<file path="src/rtl/spim_pkg.sv">
package spim_pkg;
   localparam int FRAME_BITS = 8;

   typedef enum logic [1:0] {
      ADDR_CTRL = 2'd0,
      ADDR_DATA = 2'd1,
      ADDR_DIV  = 2'd2,
      ADDR_NONE = 2'd3
   } spim_addr_e;

   localparam int CTL_ACTIVE = 0;
   localparam int CTL_CPOL   = 1;
   localparam int CTL_CPHA   = 2;
   localparam int ST_TXSPACE = 4;
   localparam int ST_RXAVAIL = 5;
   localparam int ST_DONE    = 6;
endpackage

</file>
<file path="src/rtl/spim_fifo.sv">
module spim_fifo #(
   parameter int W     = 8,
   parameter int DEPTH = 4
) (
   input  logic         clk,
   input  logic         rst_n,
   input  logic         push,
   input  logic [W-1:0] wdata,
   input  logic         pop,
   output logic [W-1:0] rdata,
   output logic         full,
   output logic         empty
);
   localparam int AW = $clog2(DEPTH);

   if (DEPTH < 2 || (DEPTH & (DEPTH - 1)) != 0) begin : g_bad_depth
      $error("spim_fifo: DEPTH must be a power of two of at least 2");
   end

   logic [W-1:0]  mem [DEPTH];
   logic [AW:0]   wr_ptr, rd_ptr;
   logic          do_push, do_pop;

   assign full    = (wr_ptr[AW] != rd_ptr[AW]) && (wr_ptr[AW-1:0] == rd_ptr[AW-1:0]);
   assign empty   = (wr_ptr == rd_ptr);
   assign do_push = push && !full;
   assign do_pop  = pop && !empty;
   assign rdata   = mem[rd_ptr[AW-1:0]];

   always_ff @(posedge clk or negedge rst_n) begin
      if (!rst_n) begin
         wr_ptr <= '0;
         rd_ptr <= '0;
      end else begin
         if (do_push) wr_ptr <= wr_ptr + 1'b1;
         if (do_pop)  rd_ptr <= rd_ptr + 1'b1;
      end
   end

   always_ff @(posedge clk) begin
      if (do_push) mem[wr_ptr[AW-1:0]] <= wdata;
   end
endmodule

</file>
<file path="src/rtl/spim_shifter.sv">
module spim_shifter #(
   parameter int FRAME = 8,
   parameter int DIVW  = 8
) (
   input  logic             clk,
   input  logic             rst_n,
   input  logic             en,
   input  logic             cpol,
   input  logic             cpha,
   input  logic [DIVW-1:0]  div,
   input  logic             tx_valid,
   input  logic [FRAME-1:0] tx_data,
   output logic             tx_pop,
   input  logic             rx_ready,
   output logic             rx_push,
   output logic [FRAME-1:0] rx_data,
   output logic             busy,
   output logic             sclk,
   output logic             mosi,
   input  logic             miso
);
   localparam int EDGES = 2 * FRAME;
   localparam int IW    = $clog2(EDGES);
   localparam logic [IW-1:0] LAST = IW'(EDGES - 1);

   if (FRAME < 2) begin : g_bad_frame
      $error("spim_shifter: FRAME must be at least 2");
   end

   logic             busy_q, sclk_q, mosi_q;
   logic [DIVW-1:0]  cnt_q, reload;
   logic [IW-1:0]    idx_q;
   logic [FRAME-1:0] sh_q, rx_q, rx_nx;
   logic             start, tick, sample_now, last;

   assign reload     = div - 1'b1;
   assign start      = en && !busy_q && tx_valid && rx_ready;
   assign tick       = busy_q && (cnt_q == '0);
   assign sample_now = (idx_q[0] == cpha);
   assign last       = (idx_q == LAST);
   assign rx_nx      = {rx_q[FRAME-2:0], miso};

   assign tx_pop  = start;
   assign rx_push = tick && last;
   assign rx_data = sample_now ? rx_nx : rx_q;
   assign busy    = busy_q;
   assign sclk    = busy_q ? sclk_q : cpol;
   assign mosi    = mosi_q;

   always_ff @(posedge clk or negedge rst_n) begin
      if (!rst_n) begin
         busy_q <= 1'b0;
         sclk_q <= 1'b0;
         mosi_q <= 1'b0;
         cnt_q  <= '0;
         idx_q  <= '0;
         sh_q   <= '0;
         rx_q   <= '0;
      end else if (!en) begin
         busy_q <= 1'b0;
         sclk_q <= cpol;
      end else if (start) begin
         busy_q <= 1'b1;
         sclk_q <= cpol;
         cnt_q  <= reload;
         idx_q  <= '0;
         if (!cpha) begin
            mosi_q <= tx_data[FRAME-1];
            sh_q   <= {tx_data[FRAME-2:0], 1'b0};
         end else begin
            sh_q   <= tx_data;
         end
      end else if (busy_q) begin
         if (!tick) begin
            cnt_q <= cnt_q - 1'b1;
         end else begin
            cnt_q  <= reload;
            sclk_q <= !sclk_q;
            idx_q  <= idx_q + 1'b1;
            if (sample_now) begin
               rx_q <= rx_nx;
            end else if (!last) begin
               mosi_q <= sh_q[FRAME-1];
               sh_q   <= {sh_q[FRAME-2:0], 1'b0};
            end
            if (last) busy_q <= 1'b0;
         end
      end else begin
         sclk_q <= cpol;
      end
   end
endmodule

</file>
<file path="src/rtl/spi_poll_master.sv">
module spi_poll_master
   import spim_pkg::*;
#(
   parameter int DEPTH     = 4,
   parameter int DIVW      = 8,
   parameter int DIV_RESET = 4
) (
   input  logic                  clk,
   input  logic                  rst_n,
   input  logic                  bus_wr,
   input  logic                  bus_rd,
   input  logic [1:0]            bus_addr,
   input  logic [FRAME_BITS-1:0] bus_wdata,
   output logic [FRAME_BITS-1:0] bus_rdata,
   output logic                  sclk,
   output logic                  mosi,
   input  logic                  miso,
   output logic                  ss_n
);
   if (DIVW < 1 || DIVW > FRAME_BITS) begin : g_bad_divw
      $error("spi_poll_master: DIVW must lie between 1 and the bus width");
   end

   logic                  active_q, cpol_q, cpha_q;
   logic [DIVW-1:0]       div_q;
   logic                  wr_ctrl, wr_data, wr_div, rd_data;
   logic                  tx_full, tx_empty, rx_full, rx_empty;
   logic                  tx_pop, rx_push, busy, done_w;
   logic [FRAME_BITS-1:0] tx_head, rx_head, rx_word, div_word, ctrl_word;

   assign wr_ctrl = bus_wr && (bus_addr == ADDR_CTRL);
   assign wr_data = bus_wr && (bus_addr == ADDR_DATA);
   assign wr_div  = bus_wr && (bus_addr == ADDR_DIV);
   assign rd_data = bus_rd && (bus_addr == ADDR_DATA);

   always_ff @(posedge clk or negedge rst_n) begin
      if (!rst_n) begin
         active_q <= 1'b0;
         cpol_q   <= 1'b0;
         cpha_q   <= 1'b0;
         div_q    <= DIVW'(DIV_RESET);
      end else begin
         if (wr_ctrl) begin
            active_q <= bus_wdata[CTL_ACTIVE];
            if (!active_q) begin
               cpol_q <= bus_wdata[CTL_CPOL];
               cpha_q <= bus_wdata[CTL_CPHA];
            end
         end
         if (wr_div) div_q <= bus_wdata[DIVW-1:0];
      end
   end

   spim_fifo #(.W(FRAME_BITS), .DEPTH(DEPTH)) u_txq (
      .clk(clk), .rst_n(rst_n),
      .push(wr_data), .wdata(bus_wdata),
      .pop(tx_pop), .rdata(tx_head),
      .full(tx_full), .empty(tx_empty)
   );

   spim_fifo #(.W(FRAME_BITS), .DEPTH(DEPTH)) u_rxq (
      .clk(clk), .rst_n(rst_n),
      .push(rx_push), .wdata(rx_word),
      .pop(rd_data), .rdata(rx_head),
      .full(rx_full), .empty(rx_empty)
   );

   spim_shifter #(.FRAME(FRAME_BITS), .DIVW(DIVW)) u_eng (
      .clk(clk), .rst_n(rst_n),
      .en(active_q), .cpol(cpol_q), .cpha(cpha_q), .div(div_q),
      .tx_valid(!tx_empty), .tx_data(tx_head), .tx_pop(tx_pop),
      .rx_ready(!rx_full), .rx_push(rx_push), .rx_data(rx_word),
      .busy(busy), .sclk(sclk), .mosi(mosi), .miso(miso)
   );

   if (DIVW == FRAME_BITS) begin : g_div_full
      assign div_word = div_q;
   end else begin : g_div_pad
      assign div_word = {{(FRAME_BITS-DIVW){1'b0}}, div_q};
   end

   assign done_w = tx_empty && !busy;
   assign ss_n   = !active_q;

   always_comb begin
      ctrl_word             = '0;
      ctrl_word[CTL_ACTIVE] = active_q;
      ctrl_word[CTL_CPOL]   = cpol_q;
      ctrl_word[CTL_CPHA]   = cpha_q;
      ctrl_word[ST_TXSPACE] = !tx_full;
      ctrl_word[ST_RXAVAIL] = !rx_empty;
      ctrl_word[ST_DONE]    = done_w;
      case (bus_addr)
         ADDR_CTRL: bus_rdata = ctrl_word;
         ADDR_DATA: bus_rdata = rx_empty ? '0 : rx_head;
         ADDR_DIV:  bus_rdata = div_word;
         default:   bus_rdata = '0;
      endcase
   end
endmodule

</file>
<file path="config.mk">
export PLATFORM = sky130hd
export DESIGN_NAME = spi_poll_master
export DESIGN_NICKNAME = d
export VERILOG_FILES = /design/src/rtl/spim_pkg.sv /design/src/rtl/spim_fifo.sv /design/src/rtl/spim_shifter.sv /design/src/rtl/spi_poll_master.sv
export SDC_FILE = /design/constraint.sdc
export NUM_CORES = 1
export LEC_CHECK = 0
export ABC_CLOCK_PERIOD_IN_PS = 3940
export BUFFER_PORTS_ARGS = -buffer_cell sky130_fd_sc_hd__buf_2
export CAP_MARGIN = 20
export CORE_ASPECT_RATIO = 0.8
export CORE_MARGIN = 2
export CORE_UTILIZATION = 58
export DETAILED_ROUTE_END_ITERATION = 8
export GPL_ROUTABILITY_DRIVEN = 0
export MAX_ROUTING_LAYER = met4
export PLACE_DENSITY = 0.85
export SYNTH_ARGS = -nofsm -noshare
export SYNTH_HDL_FRONTEND = slang
export SYNTH_SLANG_ARGS = --single-unit
</file>
<file path="constraint.sdc">
create_clock -name clk -period 3.94 [get_ports clk]
set_clock_uncertainty 0.2 [all_clocks]
set_input_delay 0.197 -clock clk [delete_from_list [all_inputs] [get_ports clk]]
set_output_delay 0.197 -clock clk [all_outputs]
set_load 0.02 [all_outputs]
</file>
# == Yosys cells after proc, flatten, opt, wreduce, memory -nomap -nowiden ==
# Memory sizes are Yosys's and may differ from the RTL's.
# Index checks and enable logic that the tools add are counted.
# W data, S select, Z words.
# classes
n_addsub,7
n_eq_ne,14
n_mux,35
n_bitwise,2
n_reduce_logical,33
# op_table
cell,n
$mux W8,11
$pmux W8 S3,1
$mux W1,20
$logic_and A1 B1 Y1,16
$sub A8 B1 Y8 const B,2
$add A3 B1 Y3 const B,4
$mux W4,3
$logic_not A8 Y1,1
$logic_not A1 Y1,7
$eq A3 B3 Y1,2
$ne A2 B2 Y1 const B,3
$reduce_and A6 Y1,1
$reduce_and A5 Y1,1
$add A4 B1 Y4 const B,1
$eq A2 B2 Y1,2
$eq A4 B4 Y1 const B,1
$ne A4 B4 Y1 const B,1
$reduce_and A2 Y1,2
$reduce_and A4 Y1,1
$reduce_bool A2 Y1,2
$reduce_and A3 Y1,1
$eq A2 B1 Y1 const B,1
$eq A2 B2 Y1 const B,1
$logic_not A2 Y1,1
3 further kinds,5
# totals
register_bits,54
ram_bits,64
inputBits,15
output_inout_bits,11
wordCells,108
n_memories,2
# mem_list
name,words,word_bits,read_ports,rd_ports_with_merged_regs,write_ports,line_no,text
u_rxq.mem,4,8,1,0,1,spim_fifo.sv:20,logic [W-1:0] mem [DEPTH];
u_txq.mem,4,8,1,0,1,spim_fifo.sv:20,

# == Logic depth before layout (Yosys ltp) ==
# depth
word_depth,6
ltp_mapped,8
ltp_nobuf,7

# == Modules after synthesis ==
# From an unflattened synthesis, not the netlist that was laid out.
# hier_totals
hier_cells,427
hier_area_um2,5856.9
# by_module_without_submodules
mod,instances,cells_per_inst,area_per_inst_um2,seq_area_each_um2
spim_fifo,2,90,1629.1,1111.1
spim_shifter,1,188,1931.9,775.7
spi_poll_master,1,59,666.9,276.5

# == Least setup slack after synthesis ==
# No wires, ideal clock.
# synth_timing
path_kind,register to register
start,register u_eng.cnt_q[0]
end,"memory u_rxq.mem[1][0], enable pin"
setup_ns,0.332
arrival_time_ns,1.694
required_ns,3.408
setup_slack_ns,1.714
path_stages_with_launch,7
period_less_slack_ns,2.226
path_cell_list,dfrtp_1 inv_1 ha_1 and4bb_2 nand2_1 nor3b_4 and2_1
# synth_between
elab_chain_len,6
# synth_lines
item,line_no,text
"start, declared",spim_shifter.sv:31,"logic [DIVW-1:0] cnt_q, reload;"
"start signal, assigned",spim_shifter.sv:65,cnt_q <= reload;
"start signal, assigned",spim_shifter.sv:75,cnt_q <= cnt_q - 1'b1;
"start signal, assigned",spim_shifter.sv:77,cnt_q <= reload;
$logic_not A8 Y1,spim_shifter.sv:38,assign tick = busy_q && (cnt_q == '0);
$logic_and A1 B1 Y1,spim_shifter.sv:38,
$logic_and A1 B1 Y1,spim_shifter.sv:44,assign rx_push = tick && last;
$logic_and A1 B1 Y1,spim_fifo.sv:26,assign do_push = push && !full;
$mux W1,spim_fifo.sv:41,if (do_push) mem[wr_ptr[AW-1:0]] <= wdata;
$mux W1 (implied by the code),spim_fifo.sv:41,
"end, declared",spim_fifo.sv:20,
# No other way between the ends.

# == Worst setup path in the final report ==
# layout_timing
start,register u_rxq.rd_ptr[0]
end,output port bus_rdata[4]
# layout_between
elab_chain_len,3
elab_cells_between_ends,4
cone_classes,1 x eq/ne; 2 x mux; 1 x memory
# layout_lines
item,line_no,text
"start, declared",spim_fifo.sv:21,"logic [AW:0] wr_ptr, rd_ptr;"
"start signal, assigned",spim_fifo.sv:36,if (do_pop) rd_ptr <= rd_ptr + 1'b1;
$mem_v2 Z4 W8 or $eq A3 B3 Y1 (tied branches),n/a,
$mux W8 (*),spi_poll_master.sv:95,ADDR_DATA: bus_rdata = rx_empty ? '0 : rx_head;
$pmux W8 S3 (*),spi_poll_master.sv:93,case (bus_addr)
"end, declared",spi_poll_master.sv:14,"output logic [FRAME_BITS-1:0] bus_rdata,"
# Mark *: on every way between the ends. The rest lies on a longest branch, timed or not.

==> qor_table.md <==
| Result | Value | Unit |
|---|---|---|
| Status | complete, no violations | - |
| VDD IR-drop max | 421 | uV |
| Post-detailed-route via-to-cell ratio | 6.19 | - |
| Synthesized area per cell | 14.3 | um^2 |
| CTS sink count | 118 | - |
| Hold Path Depth | 3 | - |
| Standby leakage power | 0.00256 | uW |
| Post CTS Setup Buffer Count | 0 | - |
| Vias after detailed routing | 3521 | - |
| H-tree levels | 4 | - |
| DRC violation total after the first TritonRoute iteration | 229 | - |
| Number of warning messages in the yosys log | 0 | - |
| Fin util | 68.4 | % |
| Ratio of total power to cell area | 685 | mW/mm^2 |
| Cell Area, Synth | 0.00567 | mm^2 |
| Clk root buf | sky130_fd_sc_hd__clkbuf_16 | - |
| Sequential cell area fraction in the yosys report | 57.7 | % |
| Vertical extent of the die | 92.5 | um |
| Part of the power in the clock network | 34.4 | % |
| Portion of netlist area occupied by mux cells | 14.6 | % |
| Number of hold violations in the final report | 0 | - |
| Number of enable flip-flop cells after synthesis | 64 | - |
| Maximum clock path buffer count | 2 | - |
| Detail Placement HPWL | 7620 | um |
| Gates resized, CTS repair | 0 | - |
| GR Overflow Total | 0 | - |
| Transition at the pin with the smallest max-transition slack | 847 | ps |
| Ys flop type | sky130_fd_sc_hd__edfxtp_1 | - |
| Adder-Cell Fraction of Synth Area | 3.09 | % |
| Layout cell share with drive strength beyond 1 | 27.8 | % |
| Wire length per cell | 20.9 | um |
| Finish-stage setup viols | 0 | - |
| Endpoint class of the critical path | output port | - |
| Startpoint class of the critical path | flip-flop | - |
| Placement Rows | 32 | - |
| Post-Synthesis Cells | 398 | - |
| Number of iterations in the first detailed-routing pass | 4 | - |
| Count of nets left with antenna violations after detail routing | 0 | - |
| Hold Crit Endpoint | active_q$_DFFE_PN0P_ | - |
| Number of distinct library cell variants in the gate-level netlist after synthesis | 57 | - |
| Insertion delay to the later sink of the worst-skew pair | 410 | ps |
| Max-slew violations | 0 | - |
| Net count after synthesis | 427 | - |
| Endpoint of the worst register-to-register path | u_eng.sh_q[3]$_DFFE_PN0P_ | - |
| Net Sw Power | 1440 | uW |
| Via count of the first global-routing pass | 3488 | - |
| Die outline area | 0.0106 | mm^2 |
| Global-route usage over all layers | 24.7 | % |
| TritonCTS clock tree | done | - |
| Number of max-cap violations | 0 | - |
| Reg clk slew, reported paths | 50 | ps |
| Setup Total Neg Slack | 0 | ps |
| Share of power burned in combinational logic | 25.5 | % |
| Maximum clock rate | 0.354 | GHz |
| Hold path start | bus_addr[0] | - |
| Remaining design rule violation count | 0 | - |
| Share of the clock period used by the worst path | 71.7 | % |
| Global-route wire length before repair | 18700 | um |
| Count of input and output buffers | 25 | - |
| Setup repair after global routing missed its margin | no | - |
| Number of antenna violations at the first check in global routing | 0 | - |
| Flops & latches, synth | 118 | - |
| Number of buffers inserted during clock tree synthesis | 17 | - |
| Minimum setup slack among reg-to-reg paths | 1260 | ps |
| Tightest slew margin relative to the limit | 43.2 | % |
| Leading cell type in the layout, fill and taps excluded | sky130_fd_sc_hd__edfxtp_1 | - |
| CP max FO | 11 | - |
| Compound-cell area share of the yosys netlist | 6.20 | % |
| Switching share of power | 32.1 | % |
| Reg-to-reg startpoint | u_txq.rd_ptr[0]$_DFFE_PN0P_ | - |
| Largest net degree at the start of global routing | 55 | - |
| Worst hold slack | 47.2 | ps |
| CORE AREA | 0.00957 | mm^2 |
| Category of the most critical setup path | flip-flop to output port | - |
| Worst min-delay path category | input port to flip-flop | - |
| Top-level I/O count | 26 | - |
| Sequential cell fraction of total power | 40.2 | % |
| Shortest period the worst path allows | 2820 | ps |
| Share of synthesized cell area in and, or, nand and nor gates | 11.2 | % |
| Arrival time at the worst endpoint | 2430 | ps |
| X dimension of the die | 115 | um |
| Largest family of logic cells by synthesized area | multiplexers | - |
| Cell Int Power | 3040 | uW |
| Effective utilization at floorplan | 59.3 | % |
| Required time of the critical path | 3540 | ps |
| P&R area growth vs syn | 15.4 | % |
| R2R cell count | 5 | - |
| Share of flip-flops with an asynchronous set or reset | 45.8 | % |
| Final wirelength | 11900 | um |
| Leading cell types in the layout, fill and taps excluded | 64 x sky130_fd_sc_hd__edfxtp_1, 53 x sky130_fd_sc_hd__dfrtp_1, 33 x sky130_fd_sc_hd__nand2_1 | - |
| Area share of xor/xnor cells in the synthesized design | 4.37 | % |
| Total number of nets in the final design | 467 | - |
| Count of antenna diodes in the layout | 0 | - |
-- power by group through the flow --
stage          sequential, uW  clock [uW]  combinational (uW)
2_1_floorplan            1650           0                1020
3_3_place_gp             1800           0                1050
3_5_place_dp             1810           0                1090
4_1_cts                  1800        1550                1130
5_1_grt                  1830        1600                1230
6_report                 1800        1540                1140
-- state kept, by name (all words and copies together), names as in the netlist --
| signal | flops |
|---|---|
| cpol_q | 1 |
| u_txq.wr_ptr | 3 |
| cpha_q | 1 |
| active_q | 1 |
| u_eng.rx_q | 8 |
| u_txq.rd_ptr | 3 |
| u_eng.cnt_q | 8 |
| u_eng.sh_q | 8 |
| u_eng.sclk_q | 1 |
| u_rxq.rd_ptr | 3 |
| u_txq.mem | 32 |
| u_rxq.mem | 32 |
| u_eng.idx_q | 4 |
| u_rxq.wr_ptr | 3 |
| u_eng.busy | 1 |
| u_eng.mosi | 1 |
| div_q | 8 |
-- worst max-delay path, cell delays in order, from the launching register on --
cell and delay, ps:
sky130_fd_sc_hd__dfrtp_1 760, sky130_fd_sc_hd__xnor2_2 150, sky130_fd_sc_hd__a31oi_1 280, sky130_fd_sc_hd__and2_1 350, sky130_fd_sc_hd__nand2_1 90, sky130_fd_sc_hd__o21ai_0 160, sky130_fd_sc_hd__buf_2 240
-- final cells by class --
type,instances,area [um^2]
Fill cell,615,3020
Multi-Input combinational cell,254,2240
Sequential cell,118,3270
Clock inverter,12,155
Inverter,10,37.5
Tap cell,119,149
Clock buffer,19,443
Timing Repair Buffer,37,243
-- per-stage QoR --
step	setup slack, ps	instance area [um^2]	power [uW]	std cells
finish	1120	6550	4480	569
global route	899	6550	4670	569
CTS	1110	6550	4470	569
detailed placement	1350	5840	2900	527
global placement	1420	5840	2850	527
floorplan	1710	5670	2670	398
-- how the worst max path moves through the flow --
stage / start / to
3_3_place_gp: u_txq.rd_ptr[0]$_DFFE_PN0P_ / u_eng.sh_q[3]$_DFFE_PN0P_
2_1_floorplan: u_eng.cnt_q[0]$_DFFE_PN0P_ / u_rxq.mem[1][0]$_DFFE_PP_
5_1_grt: u_rxq.rd_ptr[0]$_DFFE_PN0P_ / bus_rdata[4]
3_5_place_dp: u_txq.rd_ptr[0]$_DFFE_PN0P_ / u_eng.sh_q[3]$_DFFE_PN0P_
6_report: u_rxq.rd_ptr[0]$_DFFE_PN0P_ / bus_rdata[4]
4_1_cts: u_rxq.rd_ptr[0]$_DFFE_PN0P_ / bus_rdata[4]
-- logic make-up (layout without fill, tap and decap cells) --
kind of cell    Yosys count  after routing
compound gates           51             51
xor+xnor                 24             24
fa+ha+maj                14             14
buf+inv                  26             78
flops                   118            118
mux                      59             59
simple gates            106            106
-- layer usage --
| metal | wire [um] | global-route usage, % |
|---|---|---|
| met5 | 0 | - |
| met3 | 614 | 6.68 |
| met1 | 5030 | 30.8 |
| met4 | 295 | 10.1 |
| met2 | 5950 | 38.6 |
-- synthesized netlist by cell type, drive strengths merged, types with 7 or more instances --
cell	number	area share (%)
ha	14	3.1
dfrtp	53	23
o21ai	12	1.1
xor2	7	1.2
nand2	34	2.3
mux2	29	5.8
o211ai	7	1.0
edfxtp	64	34
nor2	15	1.1
xnor2	17	3.2
nand3	19	1.9
and2	10	1.1
buf	11	1.4
inv	10	0.66
a21oi	12	1.1
mux4	16	6.4
mux2i	14	2.5
nor3	7	0.82
-- repair_timing --
action | in CTS | in global routing
endpoints found under the setup margin | 0 | 0
hold buffers | 11 | 0
hold endpoints to repair | 103 | 0
Note: power is estimated with default switching activity, not from simulation.
